===== src/rtl/cmdrx_pkg.sv =====
package cmdrx_pkg;
    localparam int MAX_OP = 19;
    localparam int OP_W   = $clog2(MAX_OP + 1);

    typedef enum logic [1:0] {
        ST_WAIT_OP,
        ST_WAIT_HI,
        ST_WAIT_LO,
        ST_PENDING
    } rx_state_t;

    function automatic logic op_is_long(input logic [OP_W-1:0] op);
        return (op == OP_W'(3)) || (op == OP_W'(4)) || (op == OP_W'(19));
    endfunction
endpackage


===== src/rtl/cmdrx_edge.sv =====
module cmdrx_edge #(
    parameter int STAGES = 2
) (
    input  logic clk,
    input  logic rst_n,
    input  logic strobe_n,
    output logic fall
);
    logic [STAGES-1:0] sync_q;
    logic              last_q;

    generate
        for (genvar i = 0; i < STAGES; i++) begin : g_sync
            always_ff @(posedge clk or negedge rst_n) begin
                if (!rst_n) sync_q[i] <= 1'b1;
                else if (i == 0) sync_q[i] <= strobe_n;
                else sync_q[i] <= sync_q[(i == 0) ? 0 : i-1];
            end
        end
    endgenerate

    always_ff @(posedge clk or negedge rst_n) begin
        if (!rst_n) last_q <= 1'b1;
        else        last_q <= sync_q[STAGES-1];
    end

    assign fall = last_q & ~sync_q[STAGES-1];

    // a detected edge is a single-cycle event
    a_r1_single_pulse: assert property (@(posedge clk) disable iff (!rst_n)
        fall |=> !fall);
endmodule


===== src/rtl/cmdrx_decode.sv =====
module cmdrx_decode
    import cmdrx_pkg::*;
(
    input  logic [7:0]      byte_in,
    output logic [OP_W-1:0] op,
    output logic            long_frame
);
    always_comb begin
        if (byte_in > 8'(MAX_OP)) op = '0;
        else                      op = byte_in[OP_W-1:0];
        long_frame = op_is_long(op);
    end

    // folded opcode is always legal
    always_comb a_r2_fold_range: assert (op <= OP_W'(MAX_OP));
endmodule


===== src/rtl/cmdrx_ack.sv =====
module cmdrx_ack #(
    parameter int ACK_W = 1
) (
    input  logic clk,
    input  logic rst_n,
    input  logic hello_in,
    input  logic done_fire,
    output logic ack_n
);
    localparam int CW = $clog2(ACK_W + 1);

    logic          armed_q;
    logic [CW-1:0] cnt_q;

    always_ff @(posedge clk or negedge rst_n) begin
        if (!rst_n) begin
            armed_q <= 1'b0;
            cnt_q   <= '0;
        end else begin
            if (hello_in) armed_q <= 1'b1;
            if (done_fire && armed_q) cnt_q <= CW'(ACK_W);
            else if (cnt_q != '0)     cnt_q <= cnt_q - 1'b1;
        end
    end

    assign ack_n = (cnt_q == '0);

    // no acknowledge while unarmed
    a_r6_quiet_unarmed: assert property (@(posedge clk) disable iff (!rst_n)
        !armed_q |-> ack_n);
    // a pulse only starts after a completion
    a_r7_pulse_cause: assert property (@(posedge clk) disable iff (!rst_n)
        $fell(ack_n) |-> $past(done_fire));
endmodule


===== src/rtl/cmdrx_top.sv =====
module cmdrx_top
    import cmdrx_pkg::*;
#(
    parameter int ACK_W       = 1,
    parameter int SYNC_STAGES = 2
) (
    input  logic            clk,
    input  logic            rst_n,
    input  logic [7:0]      rx_data,
    input  logic            rx_strobe_n,
    input  logic            exec_done,
    output logic            cmd_valid,
    output logic [OP_W-1:0] cmd_op,
    output logic [15:0]     cmd_arg,
    output logic            dir_fwd,
    output logic            ack_n,
    output logic            overflow
);
    rx_state_t       state_q, state_d;
    logic            byte_stb;
    logic [OP_W-1:0] dec_op;
    logic            dec_long;
    logic [OP_W-1:0] op_q;
    logic [7:0]      hi_q;
    logic [15:0]     arg_q;
    logic            dir_q, ovf_q;
    logic            hello_now, done_fire;

    cmdrx_edge #(.STAGES(SYNC_STAGES)) u_edge (
        .clk(clk), .rst_n(rst_n), .strobe_n(rx_strobe_n), .fall(byte_stb)
    );

    cmdrx_decode u_dec (
        .byte_in(rx_data), .op(dec_op), .long_frame(dec_long)
    );

    assign hello_now = (state_q == ST_WAIT_OP) && byte_stb && (dec_op == OP_W'(2));
    assign done_fire = (state_q == ST_PENDING) && exec_done;

    cmdrx_ack #(.ACK_W(ACK_W)) u_ack (
        .clk(clk), .rst_n(rst_n), .hello_in(hello_now),
        .done_fire(done_fire), .ack_n(ack_n)
    );

    // state register
    always_ff @(posedge clk or negedge rst_n) begin
        if (!rst_n) state_q <= ST_WAIT_OP;
        else        state_q <= state_d;
    end

    always_comb begin
        state_d = state_q;
        unique case (state_q)
            ST_WAIT_OP: if (byte_stb) state_d = dec_long ? ST_WAIT_HI : ST_PENDING;
            ST_WAIT_HI: if (byte_stb) state_d = ST_WAIT_LO;
            ST_WAIT_LO: if (byte_stb) state_d = ST_PENDING;
            ST_PENDING: if (exec_done) state_d = ST_WAIT_OP;
        endcase
    end

    // outputs and data path
    always_ff @(posedge clk or negedge rst_n) begin
        if (!rst_n) begin
            op_q  <= '0;
            hi_q  <= '0;
            arg_q <= '0;
            dir_q <= 1'b0;
            ovf_q <= 1'b0;
        end else begin
            unique case (state_q)
                ST_WAIT_OP: if (byte_stb) begin
                    op_q  <= dec_op;
                    arg_q <= '0;
                end
                ST_WAIT_HI: if (byte_stb) hi_q <= rx_data;
                ST_WAIT_LO: if (byte_stb) begin
                    arg_q <= {hi_q, rx_data};
                    if (op_q == OP_W'(4)) dir_q <= ~hi_q[7];
                end
                ST_PENDING: if (byte_stb) ovf_q <= 1'b1;
            endcase
        end
    end

    assign cmd_valid = (state_q == ST_PENDING);
    assign cmd_op    = op_q;
    assign cmd_arg   = arg_q;
    assign dir_fwd   = dir_q;
    assign overflow  = ovf_q;

    // pending command held stable until done
    a_r5_hold: assert property (@(posedge clk) disable iff (!rst_n)
        (cmd_valid && !exec_done) |=> (cmd_valid && $stable(cmd_op) && $stable(cmd_arg)));
    a_r5_release: assert property (@(posedge clk) disable iff (!rst_n)
        (cmd_valid && exec_done) |=> !cmd_valid);
    // short commands carry a zero operand
    a_r4_short_zero: assert property (@(posedge clk) disable iff (!rst_n)
        ($rose(cmd_valid) && !op_is_long(cmd_op)) |-> (cmd_arg == 16'h0));
    // direction follows operand sign on opcode 4
    a_r8_dir: assert property (@(posedge clk) disable iff (!rst_n)
        ($rose(cmd_valid) && cmd_op == OP_W'(4)) |-> (dir_fwd == ~cmd_arg[15]));
    // overflow is sticky
    a_r9_sticky: assert property (@(posedge clk) disable iff (!rst_n)
        overflow |=> overflow);
    // presented opcode is legal
    a_r2_legal: assert property (@(posedge clk) disable iff (!rst_n)
        cmd_valid |-> (cmd_op <= OP_W'(MAX_OP)));
endmodule


===== config.mk =====
export PLATFORM = sky130hd
export DESIGN_NAME = cmdrx_top
export DESIGN_NICKNAME = d
export VERILOG_FILES = /design/src/rtl/cmdrx_pkg.sv /design/src/rtl/cmdrx_edge.sv /design/src/rtl/cmdrx_decode.sv /design/src/rtl/cmdrx_ack.sv /design/src/rtl/cmdrx_top.sv
export SDC_FILE = /design/constraint.sdc
export NUM_CORES = 1
export LEC_CHECK = 0
export BUFFER_PORTS_ARGS = -buffer_cell sky130_fd_sc_hd__buf_2
export CORE_MARGIN = 2
export CORE_UTILIZATION = 55
export DETAILED_ROUTE_END_ITERATION = 6
export PLACE_DENSITY = 0.82
export SYNTH_ARGS = -nofsm -noshare
export SYNTH_HDL_FRONTEND = slang
export SYNTH_SLANG_ARGS = --single-unit

===== constraint.sdc =====
create_clock -name clk -period 2.47 [get_ports clk]
set_input_delay 0.1235 -clock clk [delete_from_list [all_inputs] [get_ports clk]]
set_output_delay 0.1235 -clock clk [all_outputs]
set_load 0.1 [all_outputs]

# Word-level counts from Yosys, hierarchy flattened
# Cells that the tools add are included.
word_totals:
  reg_bits: 38
  word_cells: 55
classes:
  add_sub_neg: 1
  order_cmp: 1
  eq_ne: 12
  n_mux: 12
  n_bitwise: 4
  n_reduce_logical: 14
op_table:
  columns: ["cell", "n"]
  rows:
  - ["$mux W16", 2]
  - ["$pmux W16 S2", 1]
  - ["$eq A5 B2 Y1 const B", 2]
  - ["$eq A5 B3 Y1 const B", 2]
  - ["$mux W2", 5]
  - ["$gt A8 B5 Y1 const B", 1]
  - ["$ne A2 B2 Y1 const B", 4]
  - ["$pmux W2 S4", 1]
  - ["$reduce_and A2 Y1", 3]
  - ["$reduce_and A3 Y1", 2]
  - ["$eq A5 B5 Y1 const B", 1]
  - ["$mux W5", 1]
  - ["$eq A2 B2 Y1 const B", 2]
  - ["$logic_and A1 B1 Y1", 4]
  - ["$reduce_and A4 Y1", 1]
  - ["$not A1 Y1", 3]
  - ["$eq A2 B1 Y1 const B", 1]
  - ["$logic_not A2 Y1", 1]
  - ["$logic_or A1 B1 Y1", 2]
  - ["$mux W1", 2]
  - ["$reduce_bool A2 Y1", 1]
  - ["$and A1 B1 Y1", 1]
  - ["$sub A1 B1 Y1 const B", 1]

# Depth between registers and ports, before layout
# Gate-level depths: netlist of run 1.
logic_depth:
  word_depth: 8
  mapped_depth: 6

# Hierarchy
# A second synthesis of run 1 with hierarchy kept.
hier_totals:
  hier_cells: 113
  hier_area_um2: 1602.8
by_module_without_submodules:
  columns: ["module", "n_inst", "cells_each", "area_per_inst_um2", "seq_area_each_um2"]
  rows:
  - ["cmdrx_top", 1, 93, 1357.6, 825.8]
  - ["cmdrx_edge", 1, 4, 92.6, 78.8]
  - ["cmdrx_decode", 1, 11, 85.1, 0.0]
  - ["cmdrx_ack", 1, 5, 67.6, 50.0]

# Worst setup path before layout of run 1
# OpenSTA, ideal clock, no wires.
synth_path:
  path_kind: "reg2reg"
  start: "register state_q[0]"
  end: "register state_q[0]"
  setup_time_ps: 125
  t_arrival_ps: 1599
  required_time_ps: 2345
  path_slack_ps: 746
  stages_incl_launch_ff: 5
  path_buffers: 0
  synth_period_minus_slack_ps: 1724
  path_cell_list: "dfrtp_1 > ha_1 > nand2b_1 > o21a_1 > mux2i_1"
synth_between:
  elab_chain_cells: 3
  elab_cells_between_ends: 10
synth_rtl:
  columns: ["item", "line", "source"]
  rows:
  - ["from (decl)", "cmdrx_top.sv:19", "rx_state_t state_q, state_d;"]
  - ["from (signal assigned)", "cmdrx_top.sv:48", "else state_q <= state_d;"]
  - ["$eq A2 B2 Y1 *", null, null]
  - ["named net cmd_valid", "cmdrx_top.sv:12", "output logic cmd_valid,"]
  - ["$ne A2 B2 Y1 (no source line)", null, null]
  - ["$reduce_and A4 Y1 (no source line)", null, null]
# Mark *: on every way through the listed nets, which the timed path passes. The rest lies on a longest branch.
# A chain may end at the register's enable or synchronous reset.

# Worst setup path after layout of run 1
layout_path:
  start: "register state_q[0]"
  end: "register arg_q[7], in the netlist cmd_arg[7]"
layout_between:
  elab_chain_cells: 3
  elab_cells_between_ends: 7
layout_rtl:
  columns: ["item", "line", "source"]
  rows:
  - ["$eq A2 B2 Y1 or $logic_not A2 Y1 (tied branches)", "cmdrx_top.sv:70", "unique case (state_q)"]
  - ["$ne A2 B2 Y1 (no source line) or $reduce_bool A2 Y1 (tied branches)", null, null]
  - ["$reduce_and A3 Y1 (no source line)", null, null]
  - ["to (signal assigned)", "cmdrx_top.sv:77", "arg_q <= {hi_q, rx_data};"]
  - ["to (decl)", "cmdrx_top.sv:25", "logic [15:0] arg_q;"]
# Parallel ways exist; a longest one is shown, timed or not.

==> run summary, run 1 <==
Nets = 177
Netlist Area Pre-Place = 1550 µm²
Wirelength per Cell = 15.6 µm
Status = finished, final reports clean
Arr. time, crit path = 1.94 ns
Antenna diode instance count = 0
Final Hold Fails = 0
Register-to-register path setup slack = 0.83 ns
Total track usage = 20.2%
Number of buffers created by CTS = 5
Floorplan die area = 3260 µm²
Buffers from clock root to sink, at most = 2
Number of primary I/O pins = 37
Top Metal Used = met4
Clock Sinks = 38
Yosys warnings = 0
Unrepaired setup endpoints after global routing = no
Finished Cell Area = 1890 µm²
Area delta synth->final = 21.7%
Achievable Freq = 0.609 GHz
Worst slack at placement = 0.838 ns
Number of placement rows = 19
DRT Wirelength = 3000 µm
Sequential cell area fraction in the yosys report = 61.6%
Type of the most critical hold path = in2reg
Number of setup buffers added after CTS = 0
Filler instances = 196
Clk pin slew, worst setup/hold paths = 0.12 ns
Number of routed nets with antenna violations = 0
Number of DRC violations after detailed routing = 0
Final worst setup slack = 0.827 ns
FF+latch count, synth = 38
Fraction of final layout cells sized beyond drive strength 1 = 31.7%
Min Clock Period, post-route = 1.64 ns
H-tree level count = 2
Synthesized netlist net count = 134
Final total negative setup slack = 0 ns
Avg Vias per Cell = 5.64
Vias in the first global route = 1,077
Sum of overflow across all layers after global routing = 0
Number of slew-limit violations in the final report = 0
Startpoint type of the worst setup path = register
Met3 wire len = 167 µm
Relative max-transition margin = 46.0%
Total number of vias = 1,083
Detailed route wirelength on metal2 = 1500 µm
Floorplan die height = 57.1 µm
Final RePlAce weighted congestion = 0.768
DRT met1 WL = 1280 µm
Critical path capture point type = register
Critical path required time = 2.76 ns
Maximum number of pins on one net before global-route repair = 39
Half-perimeter wire length after detailed placement = 2160 µm
Die X-Extent = 57.1 µm
Cell at the root of the clock tree = sky130_fd_sc_hd__clkbuf_4
Area inside the core boundary = 2710 µm²
Final Core Density = 69.6%
Number of antenna violations at the first check in global routing = 0
Transition time of the tightest slew-check pin = 0.810 ns
Post-Synthesis Cells = 117
CTS tree = built
Initial cell density of the core = 57.2%
CP max FO = 16
Placed inst area = 1750 µm²
Final worst-path cycle share = 66.5%
1st-iter DRT viols = 19
DRT Pass-1 Iters = 4
Count of input and output buffers = 36
Maxcap violations = 0
Path type of the worst setup path = reg2reg
Final setup vio count = 0
Post-synth cell types = 31
Mean instance size in the synthesized netlist = 13.2 µm²
Clk Latency, worst-skew pair = 0.35 ns
First-pass GRT wire length = 4950 µm
Skew final = 0.00801 ns
cell usage in the layout (no fill, tap or decap), types with 2 or more instances in the layout:
master,netlist,layout
sky130_fd_sc_hd__o21ai_1,4,4
sky130_fd_sc_hd__dfrtp_1,35,35
sky130_fd_sc_hd__ha_1,5,5
sky130_fd_sc_hd__inv_1,5,5
sky130_fd_sc_hd__nor2_1,3,3
sky130_fd_sc_hd__nor4b_1,2,2
sky130_fd_sc_hd__buf_2,2,36
sky130_fd_sc_hd__mux2_1,8,8
sky130_fd_sc_hd__nand3_1,4,4
sky130_fd_sc_hd__dfstp_2,3,3
sky130_fd_sc_hd__and3b_1,2,2
sky130_fd_sc_hd__clkbuf_4,0,5
sky130_fd_sc_hd__o21ai_0,2,2
sky130_fd_sc_hd__nor3_1,2,2
sky130_fd_sc_hd__nand2_1,7,7
sky130_fd_sc_hd__mux2i_1,2,2
sky130_fd_sc_hd__a22o_1,16,16
sky130_fd_sc_hd__dlygate4sd3_1,0,2
sky130_fd_sc_hd__bufinv_16,0,2
flip-flops by register name (all words and copies together), names as in the netlist:
register,cells
overflow,1
cmd_arg,16
state_q,2
u_edge.last_q,1
hi_q,8
cmd_op,5
u_ack.cnt_q,1
u_ack.armed_q,1
u_edge.sync_q,2
dir_fwd,1
cell families (layout without fill, tap and decap cells):
group	count (synthesis)	in the layout	synth area share, %
adders and majority gates	5	5	4.04
buffers and inverters	8	52	2.58
muxes	10	10	7.11
DFF	38	38	61.6
and+or+nand+nor	27	27	9.78
AOI/OAI and AO/OA	29	29	14.9
layer usage:
metal | global-route usage [%] | vias to the layer above
li1 | - | 515
met5 | 0 | -
met4 | 9.97 | 0
met2 | 33.3 | 29
met3 | 4.31 | 7
met1 | 25.4 | 532
path summary, 6_finish.rpt:
check / cells past startpoint / from / to
worst max-delay path: 4 / state_q[0] / cmd_arg[7]
max in group asynchronous: 2 / rst_n / hi_q[1]
worst min-delay path: 2 / rx_data[6] / cmd_arg[6]
min in group asynchronous: 2 / rst_n / cmd_arg[6]
worst min register to register: 0 / u_edge.sync_q[0] / u_edge.sync_q[1]
worst max register to register: 4 / state_q[0] / cmd_arg[7]
synthesized netlist by cell type:
| master | n | area share (%) |
|---|---|---|
| sky130_fd_sc_hd__mux2_1 | 8 | 5.8 |
| sky130_fd_sc_hd__o221ai_1 | 1 | 0.57 |
| sky130_fd_sc_hd__o21a_1 | 1 | 0.48 |
| sky130_fd_sc_hd__nand2b_1 | 1 | 0.40 |
| sky130_fd_sc_hd__nor2_1 | 3 | 0.73 |
| sky130_fd_sc_hd__a21o_1 | 1 | 0.48 |
| sky130_fd_sc_hd__buf_6 | 1 | 0.73 |
| sky130_fd_sc_hd__nor3_1 | 2 | 0.65 |
| sky130_fd_sc_hd__inv_1 | 5 | 1.2 |
| sky130_fd_sc_hd__o21ai_2 | 1 | 0.57 |
| sky130_fd_sc_hd__and2b_2 | 1 | 0.57 |
| sky130_fd_sc_hd__o22ai_1 | 1 | 0.40 |
| sky130_fd_sc_hd__nand2_2 | 1 | 0.40 |
| sky130_fd_sc_hd__nand3_1 | 4 | 1.3 |
| sky130_fd_sc_hd__o21ai_0 | 2 | 0.65 |
| sky130_fd_sc_hd__dfrtp_1 | 35 | 57 |
| sky130_fd_sc_hd__nand3b_1 | 1 | 0.48 |
| sky130_fd_sc_hd__o21ai_1 | 4 | 1.3 |
| sky130_fd_sc_hd__nand2_1 | 7 | 1.7 |
| sky130_fd_sc_hd__o2111a_1 | 1 | 0.73 |
| sky130_fd_sc_hd__nor4_1 | 1 | 0.40 |
| sky130_fd_sc_hd__and3_1 | 1 | 0.40 |
| sky130_fd_sc_hd__ha_1 | 5 | 4.0 |
| sky130_fd_sc_hd__mux2i_1 | 2 | 1.3 |
| sky130_fd_sc_hd__nor3b_1 | 1 | 0.48 |
| sky130_fd_sc_hd__nor4b_1 | 2 | 1.1 |
| sky130_fd_sc_hd__dfstp_2 | 3 | 5.1 |
| sky130_fd_sc_hd__a41o_1 | 1 | 0.65 |
| sky130_fd_sc_hd__a22o_1 | 16 | 9.0 |
| sky130_fd_sc_hd__buf_2 | 2 | 0.65 |
| sky130_fd_sc_hd__and3b_1 | 2 | 1.1 |
final cells by class:
class | instances | area, µm² | area share (%)
clock buffer | 6 | 51.3 | 2.72
inverter | 5 | 18.8 | 0.995
sequential | 38 | 955 | 50.6
tap | 31 | 38.8 | 2.06
multi-input combinational | 71 | 554 | 29.4
timing repair buffer | 39 | 208 | 11.0
clock inverter | 2 | 60.1 | 3.19
worst max-delay path, stage by stage (launching register included):
cell and delay (ns):
sky130_fd_sc_hd__dfrtp_1 0.39, sky130_fd_sc_hd__inv_1 0.11, sky130_fd_sc_hd__ha_1 0.27, sky130_fd_sc_hd__o21ai_2 0.57, sky130_fd_sc_hd__a22o_1 0.25
what timing repair did:
| action | in CTS | in global routing |
|---|---|---|
| endpoints found under the hold margin | 36 | 0 |
| resized for setup | 0 | 0 |
| hold buffers | 2 | 0 |
metrics by stage:
step                hold slack (ns)  std cells
finish                       0.0273        192
global route                 0.0207        192
CTS                          0.0224        192
detailed placement            0.232        182
global placement              0.231        182
floorplan                    -0.172        117
Power of run 1 is left out: the tool's default activity adds up to more than one toggle a clock period on the data nets, which glitch-free logic cannot reach.
==> run 2, diff against run 1 <==
--- a/config.mk
+++ b/config.mk
@@ -7,9 +7,9 @@
 export LEC_CHECK = 0
 export BUFFER_PORTS_ARGS = -buffer_cell sky130_fd_sc_hd__buf_2
 export CORE_MARGIN = 2
-export CORE_UTILIZATION = 55
+export CORE_UTILIZATION = 52
 export DETAILED_ROUTE_END_ITERATION = 6
-export PLACE_DENSITY = 0.82
+export PLACE_DENSITY = 0.78
 export SYNTH_ARGS = -nofsm -noshare
 export SYNTH_HDL_FRONTEND = slang
 export SYNTH_SLANG_ARGS = --single-unit
==> constraint.sdc (replaced) <==
create_clock -name clk -period 1.6 [get_ports clk]
set_input_delay 0.08 -clock clk [delete_from_list [all_inputs] [get_ports clk]]
set_output_delay 0.08 -clock clk [all_outputs]
set_load 0.1 [all_outputs]
==> run 2 against run 1 <==
Against the previous run:
- the flow now finishes with violations (design-rule violations)
- worst hold slack got worse by 0.019 ns
- design area down 0.13%
- non-clock buffer count is 5 higher
- clock skew is 0.0063 ns lower
- critical path depth fell by 1
- sequential share of layout area up 0.067 points
- register-to-register slack worse by 0.75 ns
- routed wire length is 1.8% higher
- critical path type unchanged
- largest cell class unchanged
==> run summary, run 2 (synthesis results as in run 1) <==
Number of routed nets with antenna violations = 0
Type of the most critical hold path = in2reg
Area inside the core boundary = 2810 µm²
Status = finished, violations left
Number of placement rows = 19
Clock Sinks = 38
Area delta synth->final = 21.6%
Achievable Freq = 0.656 GHz
Initial cell density of the core = 55.2%
CTS tree = built
Nets = 182
Skew final = 0.00175 ns
Floorplan die height = 58.6 µm
Max reg flops = 16
Critical path capture point type = register
Final Hold Fails = 0
Hold-critical path endpoint = hi_q[5]
Maximum number of pins on one net before global-route repair = 39
Fraction of met2 tracks used by global routing = 33.2%
Buffers from clock root to sink, at most = 2
Min Clock Period, post-route = 1.52 ns
Wirelength per Cell = 15.7 µm
Global Route met3 Usage = 6.59%
Sum of overflow across all layers after global routing = 0
Most used cells in the layout excluding fill and tap cells = sky130_fd_sc_hd__buf_2, sky130_fd_sc_hd__dfrtp_1, sky130_fd_sc_hd__a22o_1, sky130_fd_sc_hd__mux2_1, sky130_fd_sc_hd__nand2_1
Relative max-transition margin = 61.8%
DRT Pass-1 Iters = 6
Number of slew-limit violations in the final report = 0
Arr. time, crit path = 1.74 ns
R2r worst-path depth = 3
Die X-Extent = 58.6 µm
Failing checks = design-rule violations
Most common cell after layout, fill and taps aside = sky130_fd_sc_hd__buf_2
H-tree level count = 2
First-pass GRT wire length = 5050 µm
Maxcap violations = 0
Count of input and output buffers = 36
1st-iter DRT viols = 53
Antenna diode instance count = 0
Critical path required time = 1.82 ns
Fraction of final layout cells sized beyond drive strength 1 = 32.9%
Busiest metal layer after global routing = met2
Path type of the worst setup path = reg2reg
Clk Latency, worst-skew pair = 0.33 ns
Final setup vio count = 0
Number of DRC violations after detailed routing = 4
Number of primary I/O pins = 37
Total number of vias = 1,114
Total track usage = 20.2%
Final RePlAce weighted congestion = 0.786
Number of buffers created by CTS = 5
Transition time of the tightest slew-check pin = 0.568 ns
Met1 usage = 24.9%
Final worst-path cycle share = 95.3%
Clk pin slew, worst setup/hold paths = 0.10 ns
Avg Vias per Cell = 5.71
Floorplan die area = 3430 µm²
Launch instance of the worst register-to-register path = u_edge.sync_q[1]
DRT Wirelength = 3050 µm
Half-perimeter wire length after detailed placement = 2240 µm
CP max FO = 8
Vias in the first global route = 1,099
Filler instances = 226
Number of antenna violations at the first check in global routing = 0
Cell at the root of the clock tree = sky130_fd_sc_hd__clkbuf_4
Startpoint type of the worst setup path = register
Register-to-register path setup slack = 0.08 ns
Hold path startpoint = rx_data[5]
Reg-to-reg endpoint = hi_q[7]
Hold slack final = 0.00813 ns
Cells on Worst Hold Path = 2
==> run 2: cell count changes in the layout (fill, tap and decap cells not counted), sizes merged <==
cell,before,now
buf,37,40
bufinv,2,0
dlygate4sd3,2,4
==> run 2: area by class of cell <==
| type | count | area, µm² | share of cell area, % |
|---|---|---|---|
| flip-flops and latches | 38 | 955 | 50.7 |
| multi-input cells | 71 | 569 | 30.2 |
| repair buffers | 44 | 250 | 13.3 |
| clock buffers | 6 | 51.3 | 2.72 |
| well taps | 31 | 38.8 | 2.06 |
| inverters | 5 | 18.8 | 0.997 |
==> run 2: timing repair <==
item                                    in CTS  in global routing
pin swaps                                    0                  1
resized for setup                            1                  1
hold endpoints to repair                    37                  1
buffers inserted                             0                  1
hold buffers                                 3                  1
endpoints found under the setup margin      16                  6
==> run 2: routing by layer <==
layer	vias to the layer above	wire length, µm
li1	527	-
met1	548	1290
met4	0	49
met3	4	177
met5	-	0
met2	35	1540
==> run 2: through the flow <==
| step | std cells | utilization [%] | TNS (ns) | area (µm²) | worst slack [ns] |
|---|---|---|---|---|---|
| after floorplan | 117 | - | 0 | 1550 | 0.0820 |
| after global placement | 184 | 63.2 | 0 | 1770 | 0.0847 |
| after detailed placement | 184 | 63.2 | -0.0252 | 1770 | -0.0147 |
| after CTS | 193 | 66.3 | 0 | 1860 | 0.0585 |
| after global routing | 195 | 67.1 | -0.00744 | 1880 | -0.00744 |
| final | 195 | 67.1 | 0 | 1880 | 0.0755 |
==> run 2: critical path, cell delays in order (launching register included) <==
cell and delay [ns]:
sky130_fd_sc_hd__dfstp_2 0.56, sky130_fd_sc_hd__and2b_2 0.28, sky130_fd_sc_hd__nand2_2 0.22, sky130_fd_sc_hd__mux2_1 0.36
==> run 2: worst max path at each step <==
stage,startpoint,to,depth (start not counted)
after floorplan,cmd_op[2],dir_fwd,3
after global placement,state_q[0],cmd_arg[15],4
after detailed placement,state_q[0],cmd_arg[13],4
after CTS,u_edge.sync_q[1],hi_q[7],3
after global routing,state_q[0],state_q[0],5
final,u_edge.sync_q[1],hi_q[7],3
Power of run 2 is left out for the same reason.
